## config.mk

```make
export PLATFORM = sky130hd
export DESIGN_NAME = ds3_nib_tx
export DESIGN_NICKNAME = d
export VERILOG_FILES = /design/src/rtl/ds3_nib_pkg.sv /design/src/rtl/ds3_frame_timer.sv /design/src/rtl/ds3_slot_decode.sv /design/src/rtl/ds3_nib_serializer.sv /design/src/rtl/ds3_nib_tx.sv
export SDC_FILE = /design/constraint.sdc
export NUM_CORES = 1
export LEC_CHECK = 0
export BUFFER_PORTS_ARGS = -buffer_cell sky130_fd_sc_hd__buf_2
export CORE_ASPECT_RATIO = 1.5
export CORE_UTILIZATION = 40
export CTS_CLUSTER_DIAMETER = 60
export DETAILED_ROUTE_END_ITERATION = 10
export GPL_ROUTABILITY_DRIVEN = 0
export PLACE_DENSITY_LB_ADDON = 0.2
export SETUP_SLACK_MARGIN = 0.15
export SLEW_MARGIN = 20
export SYNTH_ARGS = -nofsm -noshare
export SYNTH_HDL_FRONTEND = slang
export SYNTH_HIERARCHICAL = 1
export SYNTH_SLANG_ARGS = --single-unit
```

## constraint.sdc

```tcl
create_clock -name clk -period 3.8 [get_ports clk]
set_input_delay 0.38 -clock clk [delete_from_list [all_inputs] [get_ports clk]]
set_output_delay 0.38 -clock clk [all_outputs]
set_load 0.01 [all_outputs]
```

## src/rtl/ds3_nib_pkg.sv

```systemverilog
package ds3_nib_pkg;
  // Per-cycle slot attributes decoded from the frame counters
  typedef struct packed {
    logic oh;    // overhead slot
    logic pay;   // payload slot
    logic nclk;  // nibble clock level
    logic cap;   // capture cycle
  } slot_t;
endpackage

```

## src/rtl/ds3_frame_timer.sv

```systemverilog
module ds3_frame_timer #(
  parameter int PAY_RUN = 84,
  parameter int GROUPS  = 56,
  parameter int NIB_W   = 4,
  localparam int GRP_LEN   = PAY_RUN + 1,
  localparam int FRAME_LEN = GRP_LEN * GROUPS,
  localparam int NIBS      = PAY_RUN / NIB_W,
  localparam int POS_W     = $clog2(FRAME_LEN),
  localparam int OFF_W     = $clog2(GRP_LEN),
  localparam int PH_W      = $clog2(NIB_W + 1),
  localparam int NIX_W     = $clog2(NIBS)
) (
  input  logic             clk,
  input  logic             rst_n,
  input  logic             realign,
  output logic [POS_W-1:0] pos,
  output logic [OFF_W-1:0] off,
  output logic [PH_W-1:0]  ph,
  output logic [NIX_W-1:0] nidx,
  output logic             per_end
);
  logic [PH_W-1:0] ph_last;

  // the first period of a group also covers the overhead slot
  assign ph_last = (nidx == '0) ? PH_W'(NIB_W) : PH_W'(NIB_W - 1);
  assign per_end = (ph == ph_last);

  always_ff @(posedge clk or negedge rst_n) begin
    if (!rst_n) begin
      pos  <= '0;
      off  <= '0;
      ph   <= '0;
      nidx <= '0;
    end else if (realign) begin
      pos  <= '0;
      off  <= '0;
      ph   <= '0;
      nidx <= '0;
    end else begin
      pos <= (pos == POS_W'(FRAME_LEN - 1)) ? '0 : pos + 1'b1;
      off <= (off == OFF_W'(GRP_LEN - 1)) ? '0 : off + 1'b1;
      if (per_end) begin
        ph   <= '0;
        nidx <= (nidx == NIX_W'(NIBS - 1)) ? '0 : nidx + 1'b1;
      end else begin
        ph <= ph + 1'b1;
      end
    end
  end

  AST_FRAME_GRP_ALIGN: assert property (@(posedge clk) disable iff (!rst_n)
    (pos == '0) |-> (off == '0));
  AST_GRP_NIB_ALIGN: assert property (@(posedge clk) disable iff (!rst_n)
    (off == '0) |-> (ph == '0 && nidx == '0));
endmodule

```

## src/rtl/ds3_slot_decode.sv

```systemverilog
module ds3_slot_decode
  import ds3_nib_pkg::*;
#(
  parameter int PAY_RUN = 84,
  parameter int NIB_W   = 4,
  localparam int GRP_LEN = PAY_RUN + 1,
  localparam int NIBS    = PAY_RUN / NIB_W,
  localparam int OFF_W   = $clog2(GRP_LEN),
  localparam int PH_W    = $clog2(NIB_W + 1),
  localparam int NIX_W   = $clog2(NIBS)
) (
  input  logic [OFF_W-1:0] off,
  input  logic [PH_W-1:0]  ph,
  input  logic [NIX_W-1:0] nidx,
  output slot_t            slot
);
  logic unused_nidx;
  assign unused_nidx = ^nidx;

  always_comb begin
    slot.oh   = (off == '0);
    slot.pay  = (off != '0);
    slot.nclk = (ph < PH_W'(2));
    slot.cap  = (ph == PH_W'(2));
  end
endmodule

```

## src/rtl/ds3_nib_serializer.sv

```systemverilog
module ds3_nib_serializer #(
  parameter int NIB_W = 4
) (
  input  logic             clk,
  input  logic             rst_n,
  input  logic             cap,
  input  logic             in_valid,
  input  logic [NIB_W-1:0] in_data,
  input  logic             load,
  input  logic             pay,
  output logic             ser
);
  logic [NIB_W-1:0] hold;
  logic [NIB_W-1:0] sh;

  always_ff @(posedge clk or negedge rst_n) begin
    if (!rst_n) begin
      hold <= '0;
      sh   <= '0;
    end else begin
      if (cap) hold <= in_valid ? in_data : '0;
      if (load)     sh <= hold;
      else if (pay) sh <= {sh[NIB_W-2:0], 1'b0};
    end
  end

  assign ser = pay & sh[NIB_W-1];

  AST_STARVE_ZERO: assert property (@(posedge clk) disable iff (!rst_n)
    (cap && !in_valid) |=> (hold == '0));
endmodule

```

## src/rtl/ds3_nib_tx.sv

```systemverilog
module ds3_nib_tx
  import ds3_nib_pkg::*;
#(
  parameter int PAY_RUN = 84,
  parameter int GROUPS  = 56,
  parameter int NIB_W   = 4,
  localparam int GRP_LEN   = PAY_RUN + 1,
  localparam int FRAME_LEN = GRP_LEN * GROUPS,
  localparam int NIBS      = PAY_RUN / NIB_W,
  localparam int POS_W     = $clog2(FRAME_LEN),
  localparam int OFF_W     = $clog2(GRP_LEN),
  localparam int PH_W      = $clog2(NIB_W + 1),
  localparam int NIX_W     = $clog2(NIBS)
) (
  input  logic             clk,
  input  logic             rst_n,
  input  logic             frame_ref,
  input  logic [NIB_W-1:0] nib_data,
  input  logic             nib_valid,
  output logic             nib_ready,
  output logic             nib_clk,
  output logic             ser_bit,
  output logic             oh_strobe,
  output logic             frame_start,
  output logic [POS_W-1:0] bit_pos,
  output logic             oh_nib_ind
);
  logic             ref_q;
  logic             realign;
  logic [OFF_W-1:0] off;
  logic [PH_W-1:0]  ph;
  logic [NIX_W-1:0] nidx;
  logic             per_end;
  slot_t            slot;

  // reference is synchronous to the bit clock; edge detect only
  always_ff @(posedge clk or negedge rst_n) begin
    if (!rst_n) ref_q <= 1'b0;
    else        ref_q <= frame_ref;
  end
  assign realign = frame_ref & ~ref_q;

  ds3_frame_timer #(.PAY_RUN(PAY_RUN), .GROUPS(GROUPS), .NIB_W(NIB_W)) u_timer (
    .clk(clk), .rst_n(rst_n), .realign(realign),
    .pos(bit_pos), .off(off), .ph(ph), .nidx(nidx), .per_end(per_end)
  );

  ds3_slot_decode #(.PAY_RUN(PAY_RUN), .NIB_W(NIB_W)) u_dec (
    .off(off), .ph(ph), .nidx(nidx), .slot(slot)
  );

  ds3_nib_serializer #(.NIB_W(NIB_W)) u_ser (
    .clk(clk), .rst_n(rst_n), .cap(slot.cap), .in_valid(nib_valid),
    .in_data(nib_data), .load(per_end | realign), .pay(slot.pay), .ser(ser_bit)
  );

  assign nib_ready   = slot.cap;
  assign nib_clk     = slot.nclk;
  assign oh_strobe   = slot.oh;
  assign frame_start = (bit_pos == '0);
  assign oh_nib_ind  = 1'b0;

  AST_OH_SER_ZERO: assert property (@(posedge clk) disable iff (!rst_n)
    oh_strobe |-> !ser_bit);
  AST_OH_IN_LONG: assert property (@(posedge clk) disable iff (!rst_n)
    oh_strobe |-> nib_clk);
  AST_READY_CLEAR: assert property (@(posedge clk) disable iff (!rst_n)
    nib_ready |-> (!nib_clk && !oh_strobe));
  AST_REALIGN_START: assert property (@(posedge clk) disable iff (!rst_n)
    realign |=> (frame_start && oh_strobe));
endmodule

```

==> results.txt <==
Post-CTS setup buffers = 0
Drt pass-1 iters = 9
Max clock buf depth = 2
Cells after Synth = 189
Synth cell types = 40
Failing checks = design-rule violations
Post-CTS Resized = 0
Via density = 5.27
HPWL after detailed placement = 2500 µm
Max frequency = 481 MHz
Relative slew slack = 0.469
Max-cap violation count = 0
Final wirelength = 3450 µm
H-tree depth = 2
Seq/Total Area, Yosys = 0.497
CP startpoint kind = flop
Most frequent cells in the layout = 37 x dfrtp_1, 29 x nor2_1, 25 x buf_2
Largest family of logic cells by synthesized area = simple AND/OR/NAND/NOR gates
Final net count = 232
RSZ-0062 raised after global routing = no
Die Area = 4940 µm²
N_diodes = 0
Worst Hold Class = in -> async
Routed Antenna Nets = 0
DP Cell Count = 259
Ports = 27
First-pass GRT wire length = 6150 µm
Worst Path Required = 3970 ps
Area Overhead vs Synth = 15.9%
Fin. max-slew vios = 0
Clk slew on worst S/H paths = 70 ps
Syn Area/Cell = 9.86 µm²
Fin worst setup slack = 1720 ps
Final Hold Viols = 0
Grt ovf = 0
Mux contribution to synthesized area = 0.0289
Synthesized flop and latch total = 37
DR vias = 1406
Worst-path fanout max = 9
CTS Hold Bufs = 0
Adder-Cell Fraction of Synth Area = 0.0403
Row count = 30
CP endpoint kind = flop
DR WL/cell = 12.9 µm
Initial Util = 0.414
Largest net degree at the start of global routing = 38
Post-synthesis instance area = 1860 µm²
Power after layout = 1.34 mW
DR DRC count = 5
Worst-skew pair later-pin latency = 280 ps
Syn Nets = 203
Vias in the first global route = 1350
CTS Sinks = 37
Yosys warns = 6
Share of cells above drive strength 1 = 0.183
GR Util All Layers = 0.160
CTS tree = built
Die Span Y = 85.6 µm
Die width = 57.7 µm
Synth Area in Simple Gates = 0.254
CTS root buffer = clkbuf_8
Arrival time at the worst endpoint = 2250 ps
Setup CP Type = reg -> reg
Tcrit/Tclk final = 0.547
Commonest non-fill, non-tap cell in the layout = dfrtp_1
Skew final = 3.41 ps
Pwr/cell area = 622 nW/µm²
Post-synthesis xor/xnor area fraction = 0.0799
TritonCTS Buffers = 5
Compound-Gate Fraction of Synth Area = 0.0577
Worst Tran Pin Value = 797 ps
Non-filler cells in the finished layout = 267
Worst slack at placement = 1550 ps
Starting DRT DRC Count = 90
Hold WS = 179 ps
Status = finished, violations left
Setup TNS = 0 ps
Min Tclk post-route = 2080 ps
Std-Cell Core Area = 4500 µm²
Reg2Reg Depth = 7
Setup Viol. Count Final = 0
Port Buffers = 25
Antenna violations before repair = 0
VDD IR max = 0.327 mV
P_leak = 1.01 nW
-- Yosys cell counts --
master    number  area [µm²]
dfrtp_1       37         926
nor2_1        29         109
nand3_1       16        80.1
inv_1         14        52.6
xnor2_1       13         114
nand2_1       11        41.3
ha_1           6        75.1
nor3_1         6        30.0
nor4_1         5        31.3
o21ai_0        5        25.0
mux2i_1        4        40.0
nor2b_1        4        25.0
xor2_1         4        35.0
nand4_1        3        18.8
o21ai_1        3        15.0
and2_1         2        12.5
and3_1         2        12.5
buf_4          2        15.0
o311ai_0       2        17.5
a22o_1         1        8.76
a31o_2         1        8.76
a31oi_1        1        6.26
a32o_1         1        10.0
and4_1         1        8.76
and4b_1        1        10.0
buf_2          1        5.00
clkbuf_1       1        3.75
conb_1         1        3.75
mux2i_2        1        13.8
nand2b_1       1        6.26
nand2b_4       1        13.8
nand3b_1       1        7.51
nor3b_1        1        7.51
nor4_2         1        12.5
nor4b_2        1        15.0
nor4bb_1       1        10.0
o41ai_2        1        16.3
or2_2          1        6.26
or3_1          1        6.26
or3b_1         1        8.76
-- power breakdown --
group          internal, mW  total [mW]  switching [mW]
logic                 0.192       0.396           0.204
clock network         0.214       0.343           0.129
registers             0.495       0.605           0.110
total                 0.901        1.34           0.444
-- cell type report --
type	instances	area, µm²
Clock buffer	7	86.3
Clock inverter	1	30.0
Fill cell	439	2340
Inverter	14	52.6
Multi-Input combinational cell	134	873
Sequential cell	37	926
Tap cell	48	60.1
Timing Repair Buffer	26	133
-- final timing paths --
path	start	to	slack, ps
setup / recovery	u_timer/nidx[0]	u_ser/sh[0]	1720
hold / removal	rst_n	u_timer/pos[9]	180
setup reg to reg	u_timer/nidx[0]	u_ser/sh[0]	1720
hold reg to reg	u_ser/hold[2]	u_ser/sh[2]	490
max in group asynchronous	rst_n	u_ser/sh[3]	3110
min in group clk	frame_ref	ref_q	220
-- worst max-delay path, stage by stage (launching register included) --
cell	delay, ps
dfrtp_1	400
inv_1	90
ha_1	160
nor4b_2	280
mux2i_2	500
or2_2	280
nor2_1	70
a22o_1	190
-- sequential cells by signal, summed over array words and instances (netlist names) --
| signal | cells |
|---|---|
| u_ser/hold | 4 |
| u_timer/off | 7 |
| ref_q | 1 |
| u_timer/ph | 3 |
| u_ser/sh | 4 |
| u_timer/nidx | 5 |
| u_timer/pos | 13 |
-- routing by layer --
| layer | vias to the layer above | global-route usage | routed length (µm) |
|---|---|---|---|
| li1 | 701 | - | - |
| met5 | - | 0 | 0 |
| met4 | 0 | 0.0649 | 39 |
| met2 | 34 | 0.270 | 1820 |
| met1 | 666 | 0.200 | 1470 |
| met3 | 5 | 0.0317 | 123 |
-- per-stage QoR --
step	util	instance area, µm²
final	0.480	2160
after floorplan	-	1860
after global routing	0.480	2160
after global placement	0.451	2030
after detailed placement	0.451	2030
after CTS	0.477	2150
-- cell families (layout without fill, tap and decap cells) --
kind of cell | after synthesis | after routing
and+or+nand+nor | 90 | 90
xor gates and xnor gates | 17 | 17
AOI/OAI and AO/OA | 15 | 15
muxes | 5 | 5
DFF | 37 | 37
other | 1 | 1
buffers and inverters | 18 | 48
adders and majority gates | 6 | 6
(Power assumes the default switching activity.)
